--- config.mk ---
export PLATFORM = sky130hd
export DESIGN_NAME = mbox_irq_ctrl
export DESIGN_NICKNAME = d
export VERILOG_FILES = /design/src/rtl/mbox_irq_pkg.sv /design/src/rtl/mbox_bank.sv /design/src/rtl/mbox_status.sv /design/src/rtl/mbox_regif.sv /design/src/rtl/mbox_irq_ctrl.sv
export SDC_FILE = /design/constraint.sdc
export NUM_CORES = 1
export LEC_CHECK = 0
export ABC_AREA = 1
export BUFFER_PORTS_ARGS = -buffer_cell sky130_fd_sc_hd__buf_2
export CORE_ASPECT_RATIO = 1.2
export CORE_MARGIN = 2
export CORE_UTILIZATION = 55
export DETAILED_ROUTE_END_ITERATION = 12
export HOLD_SLACK_MARGIN = 0.08
export MAX_ROUTING_LAYER = met4
export PLACE_DENSITY = 0.79
export SYNTH_ARGS = -nofsm -noshare
export SYNTH_HDL_FRONTEND = slang
export SYNTH_HIERARCHICAL = 1
export SYNTH_SLANG_ARGS = --single-unit
--- constraint.sdc ---
create_clock -name clk -period 1.6 [get_ports clk]
set_input_delay 0.32 -clock clk [delete_from_list [all_inputs] [get_ports clk]]
set_output_delay 0.32 -clock clk [all_outputs]
set_load 0.02 [all_outputs]
--- src/rtl/mbox_irq_pkg.sv ---
package mbox_irq_pkg;

   typedef enum logic [2:0] {
      SEL_NONE,
      SEL_STAT,
      SEL_MIRR,
      SEL_EN,
      SEL_MBOX
   } reg_sel_e;

   // mask of the status positions that exist: the two failure bits plus the mailbox field
   function automatic logic [63:0] impl_mask(input int unsigned n_mbox,
                                             input int unsigned mb_lsb);
      logic [63:0] m;
      m = 64'h3;
      for (int unsigned i = 0; i < n_mbox; i++) begin
         m[mb_lsb + i] = 1'b1;
      end
      return m;
   endfunction

endpackage

--- src/rtl/mbox_bank.sv ---
module mbox_bank #(
   parameter int unsigned DATA_W   = 32,
   parameter int unsigned NUM_MBOX = 8,
   parameter int unsigned IDX_W    = 3
) (
   input  logic                clk,
   input  logic                rst_n,
   input  logic                wr_en,
   input  logic [IDX_W-1:0]    wr_idx,
   input  logic [DATA_W-1:0]   wr_data,
   input  logic [IDX_W-1:0]    rd_idx,
   output logic [DATA_W-1:0]   rd_data,
   output logic [NUM_MBOX-1:0] hit_vec
);

   logic [NUM_MBOX-1:0][DATA_W-1:0] slot_q;

   generate
      for (genvar g = 0; g < NUM_MBOX; g++) begin : g_slot
         assign hit_vec[g] = wr_en && (wr_idx == IDX_W'(g));

         always_ff @(posedge clk or negedge rst_n) begin
            if (!rst_n) begin
               slot_q[g] <= '0;
            end else if (hit_vec[g]) begin
               slot_q[g] <= wr_data;
            end
         end
      end
   endgenerate

   always_comb begin
      rd_data = '0;
      for (int unsigned i = 0; i < NUM_MBOX; i++) begin
         if (rd_idx == IDX_W'(i)) begin
            rd_data = slot_q[i];
         end
      end
   end


   mbox_hold_chk: assert property (@(posedge clk) disable iff (!rst_n)
      (hit_vec == '0) |=> $stable(slot_q));

endmodule

--- src/rtl/mbox_status.sv ---
module mbox_status
   import mbox_irq_pkg::*;
#(
   parameter int unsigned DATA_W   = 32,
   parameter int unsigned NUM_MBOX = 8,
   parameter int unsigned MBOX_LSB = 16
) (
   input  logic                clk,
   input  logic                rst_n,
   input  logic                wr_fail,
   input  logic                rd_fail,
   input  logic [NUM_MBOX-1:0] mbox_hit,
   input  logic [DATA_W-1:0]   stat_w1c,
   input  logic [DATA_W-1:0]   mirr_w1c,
   input  logic                en_we,
   input  logic [DATA_W-1:0]   en_wdata,
   output logic [DATA_W-1:0]   stat_q,
   output logic [DATA_W-1:0]   en_q,
   output logic                irq
);

   localparam logic [63:0]       MASK64    = impl_mask(NUM_MBOX, MBOX_LSB);
   localparam logic [DATA_W-1:0] IMPL      = MASK64[DATA_W-1:0];
   localparam logic [DATA_W-1:0] FAIL_MASK = DATA_W'(3);

   logic [DATA_W-1:0] set_vec;
   logic [DATA_W-1:0] clr_all;
   logic [DATA_W-1:0] stat_d;
   logic              irq_q;

   always_comb begin
      set_vec    = '0;
      set_vec[0] = wr_fail;
      set_vec[1] = rd_fail;
      set_vec[MBOX_LSB +: NUM_MBOX] = mbox_hit;
   end

   assign clr_all = (stat_w1c | (mirr_w1c & FAIL_MASK)) & IMPL;
   // set wins over a clear on the same edge
   assign stat_d  = ((stat_q & ~clr_all) | set_vec) & IMPL;

   always_ff @(posedge clk or negedge rst_n) begin
      if (!rst_n) begin
         stat_q <= '0;
         en_q   <= '0;
         irq_q  <= 1'b0;
      end else begin
         stat_q <= stat_d;
         if (en_we) begin
            en_q <= en_wdata & IMPL;
         end
         irq_q  <= |(stat_q & en_q);
      end
   end

   assign irq = irq_q;


   set_wins_chk: assert property (@(posedge clk) disable iff (!rst_n)
      (set_vec != '0) |=> ((stat_q & $past(set_vec)) == $past(set_vec)));


   w1c_clears_chk: assert property (@(posedge clk) disable iff (!rst_n)
      ((clr_all & ~set_vec) != '0) |=> ((stat_q & $past(clr_all & ~set_vec)) == '0));


   reserved_zero_chk: assert property (@(posedge clk) disable iff (!rst_n)
      ((stat_q & ~IMPL) == '0) && ((en_q & ~IMPL) == '0));


   mirror_scope_chk: assert property (@(posedge clk) disable iff (!rst_n)
      ((stat_w1c == '0) && (mirr_w1c != '0)) |=>
         (stat_q[MBOX_LSB +: NUM_MBOX] == $past(stat_q[MBOX_LSB +: NUM_MBOX]) | $past(mbox_hit)));

endmodule

--- src/rtl/mbox_regif.sv ---
module mbox_regif
   import mbox_irq_pkg::*;
#(
   parameter int unsigned ADDR_W    = 14,
   parameter int unsigned DATA_W    = 32,
   parameter int unsigned NUM_MBOX  = 8,
   parameter int unsigned IDX_W     = 3,
   parameter logic [ADDR_W-1:0] STAT_OFS  = ADDR_W'(14'h3060),
   parameter logic [ADDR_W-1:0] MIRR_OFS  = ADDR_W'(14'h3050),
   parameter logic [ADDR_W-1:0] EN_OFS    = ADDR_W'(14'h3070),
   parameter logic [ADDR_W-1:0] MBOX_BASE = ADDR_W'(14'h3B20)
) (
   input  logic              clk,
   input  logic              rst_n,
   input  logic              wr,
   input  logic              rd,
   input  logic [ADDR_W-1:0] addr,
   input  logic [DATA_W-1:0] wdata,
   input  logic [DATA_W-1:0] stat_q,
   input  logic [DATA_W-1:0] en_q,
   input  logic [DATA_W-1:0] mbox_rdata,
   output logic [IDX_W-1:0]  mbox_idx,
   output logic [DATA_W-1:0] stat_w1c,
   output logic [DATA_W-1:0] mirr_w1c,
   output logic              en_we,
   output logic [DATA_W-1:0] rdata
);

   localparam int unsigned SPAN = 4 * NUM_MBOX;

   reg_sel_e          sel;
   logic [ADDR_W-1:0] mb_off;
   logic [DATA_W-1:0] rd_mux;
   logic [DATA_W-1:0] rdata_q;

   assign mb_off   = addr - MBOX_BASE;
   assign mbox_idx = mb_off[IDX_W+1:2];

   always_comb begin
      sel = SEL_NONE;
      if (addr == STAT_OFS) begin
         sel = SEL_STAT;
      end else if (addr == MIRR_OFS) begin
         sel = SEL_MIRR;
      end else if (addr == EN_OFS) begin
         sel = SEL_EN;
      end else if ((addr >= MBOX_BASE) && (32'(mb_off) < SPAN) && (addr[1:0] == 2'b00)) begin
         sel = SEL_MBOX;
      end
   end

   assign stat_w1c = (wr && sel == SEL_STAT) ? wdata : '0;
   assign mirr_w1c = (wr && sel == SEL_MIRR) ? wdata : '0;
   assign en_we    = wr && (sel == SEL_EN);

   always_comb begin
      unique case (sel)
         SEL_STAT: rd_mux = stat_q;
         SEL_MIRR: rd_mux = {{(DATA_W-2){1'b0}}, stat_q[1:0]};
         SEL_EN:   rd_mux = en_q;
         SEL_MBOX: rd_mux = mbox_rdata;
         default:  rd_mux = '0;
      endcase
   end

   always_ff @(posedge clk or negedge rst_n) begin
      if (!rst_n) begin
         rdata_q <= '0;
      end else if (rd) begin
         rdata_q <= rd_mux;
      end
   end

   assign rdata = rdata_q;


   rd_hold_chk: assert property (@(posedge clk) disable iff (!rst_n)
      !rd |=> $stable(rdata_q));

endmodule

--- src/rtl/mbox_irq_ctrl.sv ---
module mbox_irq_ctrl
   import mbox_irq_pkg::*;
#(
   parameter int unsigned ADDR_W   = 14,
   parameter int unsigned DATA_W   = 32,
   parameter int unsigned NUM_MBOX = 8,
   parameter int unsigned MBOX_LSB = 16,
   parameter logic [ADDR_W-1:0] STAT_OFS  = ADDR_W'(14'h3060),
   parameter logic [ADDR_W-1:0] MIRR_OFS  = ADDR_W'(14'h3050),
   parameter logic [ADDR_W-1:0] EN_OFS    = ADDR_W'(14'h3070),
   parameter logic [ADDR_W-1:0] MBOX_BASE = ADDR_W'(14'h3B20),
   localparam int unsigned IDX_W  = (NUM_MBOX > 1) ? $clog2(NUM_MBOX) : 1
) (
   input  logic              clk,
   input  logic              rst_n,
   input  logic              hwr_en,
   input  logic [IDX_W-1:0]  hwr_idx,
   input  logic [DATA_W-1:0] hwr_data,
   input  logic              wr_fail_i,
   input  logic              rd_fail_i,
   input  logic              lcl_wr,
   input  logic              lcl_rd,
   input  logic [ADDR_W-1:0] lcl_addr,
   input  logic [DATA_W-1:0] lcl_wdata,
   output logic [DATA_W-1:0] lcl_rdata,
   output logic              irq_o
);

   generate
      if (NUM_MBOX < 1 || NUM_MBOX > 8) begin : g_bad_num
         $error("NUM_MBOX must lie in 1..8");
      end
      if (MBOX_LSB < 2 || MBOX_LSB + NUM_MBOX > DATA_W) begin : g_bad_lsb
         $error("mailbox field must sit above the failure bits and inside DATA_W");
      end
      if (DATA_W > 64 || DATA_W < 8) begin : g_bad_w
         $error("DATA_W must lie in 8..64");
      end
      if (ADDR_W < IDX_W + 2) begin : g_bad_a
         $error("ADDR_W too narrow for the mailbox window");
      end
   endgenerate

   logic [NUM_MBOX-1:0] hit_vec;
   logic [IDX_W-1:0]    rd_idx;
   logic [DATA_W-1:0]   mbox_rdata;
   logic [DATA_W-1:0]   stat_w1c;
   logic [DATA_W-1:0]   mirr_w1c;
   logic                en_we;
   logic [DATA_W-1:0]   stat_q;
   logic [DATA_W-1:0]   en_q;

   mbox_bank #(
      .DATA_W  (DATA_W),
      .NUM_MBOX(NUM_MBOX),
      .IDX_W   (IDX_W)
   ) u_bank (
      .clk    (clk),
      .rst_n  (rst_n),
      .wr_en  (hwr_en),
      .wr_idx (hwr_idx),
      .wr_data(hwr_data),
      .rd_idx (rd_idx),
      .rd_data(mbox_rdata),
      .hit_vec(hit_vec)
   );

   mbox_status #(
      .DATA_W  (DATA_W),
      .NUM_MBOX(NUM_MBOX),
      .MBOX_LSB(MBOX_LSB)
   ) u_status (
      .clk     (clk),
      .rst_n   (rst_n),
      .wr_fail (wr_fail_i),
      .rd_fail (rd_fail_i),
      .mbox_hit(hit_vec),
      .stat_w1c(stat_w1c),
      .mirr_w1c(mirr_w1c),
      .en_we   (en_we),
      .en_wdata(lcl_wdata),
      .stat_q  (stat_q),
      .en_q    (en_q),
      .irq     (irq_o)
   );

   mbox_regif #(
      .ADDR_W   (ADDR_W),
      .DATA_W   (DATA_W),
      .NUM_MBOX (NUM_MBOX),
      .IDX_W    (IDX_W),
      .STAT_OFS (STAT_OFS),
      .MIRR_OFS (MIRR_OFS),
      .EN_OFS   (EN_OFS),
      .MBOX_BASE(MBOX_BASE)
   ) u_regif (
      .clk       (clk),
      .rst_n     (rst_n),
      .wr        (lcl_wr),
      .rd        (lcl_rd),
      .addr      (lcl_addr),
      .wdata     (lcl_wdata),
      .stat_q    (stat_q),
      .en_q      (en_q),
      .mbox_rdata(mbox_rdata),
      .mbox_idx  (rd_idx),
      .stat_w1c  (stat_w1c),
      .mirr_w1c  (mirr_w1c),
      .en_we     (en_we),
      .rdata     (lcl_rdata)
   );


   host_sets_chk: assert property (@(posedge clk) disable iff (!rst_n)
      (hit_vec != '0) |=> ((stat_q[MBOX_LSB +: NUM_MBOX] & $past(hit_vec)) == $past(hit_vec)));


   fail_sets_chk: assert property (@(posedge clk) disable iff (!rst_n)
      (wr_fail_i || rd_fail_i) |=> ((stat_q[1:0] & $past({rd_fail_i, wr_fail_i})) == $past({rd_fail_i, wr_fail_i})));

endmodule

==> Word level (Yosys, flattened, before mapping) <==
Cells that the tools add are included.
{ "word_totals": {"ff_bits": 309, "in_bits": 88, "output_inout_bits": 33, "wordCells": 73} }
{ "op_classes": {"addsub": 1, "n_lt_le_gt_ge": 2, "eq_ne": 21, "n_mux": 15, "bitwise_logic": 5, "n_reduce_logical": 17} }
{ "ops": {"columns": ["op", "n"], "rows": [
  ["$mux 32", 8],
  ["$pmux 32 s4", 1],
  ["$and 24x24->24", 2],
  ["$eq 14x14->1 const B", 3],
  ["$reduce_or 32->1", 1],
  ["$eq 3x3->1 const B", 9],
  ["$mux 24", 1],
  ["$not 24->24", 1],
  ["$or 24x2->24", 1],
  ["$or 24x24->24", 1],
  ["$eq 3x2->1 const B", 6],
  ["$ge 14x14->1 const B", 1],
  ["$lt 14x6->1 const B", 1],
  ["$sub 14x14->14 const B", 1],
  ["$logic_and 1x1->1", 13],
  ["$mux 3", 4],
  ["$eq 3x1->1 const B", 3],
  ["$logic_not 3->1", 2],
  ["$logic_not 2->1", 1],
  ["$mux 2", 1]
]} }

==> Depth between registers and ports, before layout <==
{ "logic_depth": {"ltp_word": 15, "depth_mapped": 15, "depth_no_buf": 14} }

==> Hierarchy <==
The synthesis kept the hierarchy.
{ "modules_own_cells": {"columns": ["mod", "n_inst", "cells_each", "area_each_um2", "seq_area_each_um2"], "rows": [
  ["mbox_bank", 1, 1316, 11183.2, 6406.1],
  ["mbox_regif", 1, 469, 2667.6, 800.8],
  ["mbox_status", 1, 116, 1206.2, 525.5]
]} }

==> Worst setup path before layout <==
Ideal clock, no wire load.
{ "synth_timing": {"path_kind": "in2reg", "startpoint": "input lcl_addr[5]", "endpoint": "register u_regif.rdata_q[0], in the netlist u_regif/rdata[0]", "setup_time_ns": 0.066, "t_arrival_ns": 1.535, "required_ns": 1.534, "slack_ns": -0.001, "cell_stages": 15, "path_buffers": 1, "path_cell_list": "inv_2 ha_1 nand2_1 inv_1 nand2_1 nor2_1 nand4_1 nor2_2 nand3_1 nand3_1 nand2_1 clkinv_2 buf_6 nand2_1 nand2_1"} }
{ "synth_between": {"elab_chain_cells": 10, "elab_cells_between_ends": 17, "cone_classes": "add/sub (1); order compare (2); eq/ne (7); mux (5); reduce/logical (2)"} }
{ "synth_rtl": {"columns": ["item", "line", "rtl"], "rows": [
  ["start, declared", "mbox_irq_ctrl.sv:23", "input logic [ADDR_W-1:0] lcl_addr,"],
  ["$sub 14x14->14", "mbox_regif.sv:36", "assign mb_off = addr - MBOX_BASE;"],
  ["$lt 14x6->1", "mbox_regif.sv:47", "end else if ((addr >= MBOX_BASE) && (32'(mb_off) < SPAN) && (addr[1:0] == 2'b00)) begin"],
  ["$logic_and 1x1->1 (2 in a row)", "mbox_regif.sv:47", null],
  ["$mux 3", "mbox_regif.sv:47", null],
  ["$mux 3", "mbox_regif.sv:45", "end else if (addr == EN_OFS) begin"],
  ["$mux 3", "mbox_regif.sv:43", "end else if (addr == MIRR_OFS) begin"],
  ["$mux 3 *", "mbox_regif.sv:41", "if (addr == STAT_OFS) begin"],
  ["$eq 3x3->1 (tied with other cells)", "mbox_regif.sv:57", "unique case (sel)"],
  ["$pmux 32 s4 *", "mbox_regif.sv:57", null],
  ["end signal, assigned", "mbox_regif.sv:70", "rdata_q <= rd_mux;"],
  ["end, declared", "mbox_regif.sv:34", "logic [DATA_W-1:0] rdata_q;"]
]} }
Mark *: on every way between the ends. The rest lies on a longest branch, timed or not.
A chain may end at the register's enable or synchronous reset.

==> Worst setup path after layout <==
{ "layout_timing": {"startpoint": "register u_regif.rdata_q[16], in the netlist u_regif/rdata[16]", "endpoint": "output lcl_rdata[16]"} }
{ "layout_lines": {"columns": ["item", "line", "rtl"], "rows": [
  ["end, declared", "mbox_irq_ctrl.sv:25", "output logic [DATA_W-1:0] lcl_rdata,"]
]} }
No word-level cell between the ends.

==> results_dict.tcl <==
set metrics [dict create \
    n_antenna_cell 0 \
    grt_start_max_net_pins 66 \
    power_mw 19.8 \
    crit_family "flip-flops" \
    via_count 13100 \
    status "finished, final reports clean" \
    drcViolationCount 0 \
    period_minus_slack_ns 1.45 \
    wl_per_cell_um 16.7 \
    start_util 0.561 \
    core-area_um2 26400 \
    nFillCells 2058 \
    drive_gt1_frac 0.138 \
    crit_chain "buf_2" \
    finalNetCount 2049 \
    htreeDepth 1 \
    rows 65 \
    port_buffers 98 \
    clk_latency_ns 0.56 \
    setup_ws_ns 0.148 \
    crit_slowest_cell "dfrtp_1" \
    clkSinkCount 309 \
    syn-cell-area_um2 14800 \
    max_freq_mhz 689 \
    track_usage 0.284 \
    critPathMaxStageDelay_ns 0.41 \
    most-common-layout-cells "nand2_1 (532), dfrtp_1 (309), o21ai_0 (214)" \
    grt_overflow_total 0 \
    crit_buf_inv 1 \
    drt_iter0_drc 1198 \
    seqCellArea_um2 7730 \
    dp_hpwl_mm 25.2 \
    fin_setup_tns_ns 0 \
    boundaryPins 121 \
    yosys_warnings 6 \
    period_share 0.907 \
    cp_max_fo 2 \
    grt_pass1_wl_mm 63.9 \
    timing.rr.start "u_bank/slot_q[79]" \
    synth.avg_cell_area_um2 8.09 \
    skew_ns 0.0146 \
    post_cts_buffers 0 \
    fin_util 0.667 \
    hp-class "input port to asynchronous set/reset pin" \
    grt_pass1_vias 12800 \
    dieArea_um2 28200 \
    die_w_um 154 \
    via_per_inst 5.67 \
    power.density_nw_per_um2 1130 \
    ant_nets 0 \
    postCtsHoldBufs 45 \
    clk_pin_slew_ns 0.06 \
    gp_congestion 0.884 \
    clockRootBuffer "clkbuf_16" \
    rsz0062_at_grt "false" \
    worstSetupStartpointType "flop" \
    synthCells 1825 \
    cts_inserted_buffers 30 \
    final_common_cell "nand2_1" \
    end_kind "output port" \
    final_max_slew_viol_count 0 \
    die_y_um 184 \
    area_delta_synth_final_pct 18.9 \
    path_class "flop to output port" \
    cts_tree "built" \
    worstPathArrival_ns 1.13 \
    dp_slack_ns -0.326 \
    leakage_nw 8.63 \
    first_pass_iters 6 \
    required_ns 1.28 \
    wl_mm 38.6 \
    clock_path_buffers 3 \
    setup_viol 0 \
    hold_violations 0 \
    ir_drop_mv 0.885 \
    critPathLaunch "u_regif/rdata[16]" \
    grt_antenna_before_repair 0 \
    cts_resized 0 \
    max_cap_violations 0 \
    multiInputGateArea_um2 5910 \
]
==> sequential cells by signal, summed over array words and instances (netlist names) <==
name and cells:
u_bank/slot_q 256, u_status/stat_q 10, u_status/en_q 10, u_regif/rdata 32
u_status/irq 1
==> through the flow <==
| stage | hold WS, ns | instances | cell area, um2 |
|---|---|---|---|
| after global placement | 0.193 | 2217 | 16100 |
| after CTS | 0.201 | 2318 | 17600 |
| after detailed placement | 0.197 | 2217 | 16100 |
| final | 0.198 | 2318 | 17600 |
| after floorplan | 0.0244 | 1868 | 14900 |
| after global routing | 0.216 | 2318 | 17600 |
==> routing by layer <==
layer,GRT usage,up-vias,share of wire,routed length (um)
met5,-,-,0,0
li1,-,6229,-,-
met4,0.0910,0,0.026,1020
met1,0.372,6250,0.41,16000
met3,0.0276,88,0.072,2790
met2,0.471,576,0.49,18800
==> worst paths after layout <==
check	endpoint	slack, ns	cells past startpoint
setup / recovery	lcl_rdata[16]	0.15	1
hold / removal	u_regif/rdata[24]	0.20	2
setup reg to reg	u_regif/rdata[15]	0.20	8
hold reg to reg	u_regif/rdata[25]	0.47	2
max in group asynchronous	u_bank/slot_q[240]	0.74	3
min in group clk	u_status/stat_q[21]	0.23	4
==> report_power, final <==
group | switching [mW] | internal [mW] | total [mW]
sequential | 0.642 | 9.06 | 9.70
clock | 2.97 | 4.37 | 7.33
combinational | 1.69 | 1.04 | 2.73
==> cell type report <==
type / count / share of cell area
flip-flops and latches: 309 / 0.440
multi-input cells: 1269 / 0.336
repair buffers: 231 / 0.115
clock buffers: 40 / 0.0483
inverters: 118 / 0.0255
well taps: 335 / 0.0239
clock inverters: 16 / 0.0112
Note: power is estimated with default switching activity, not from simulation.
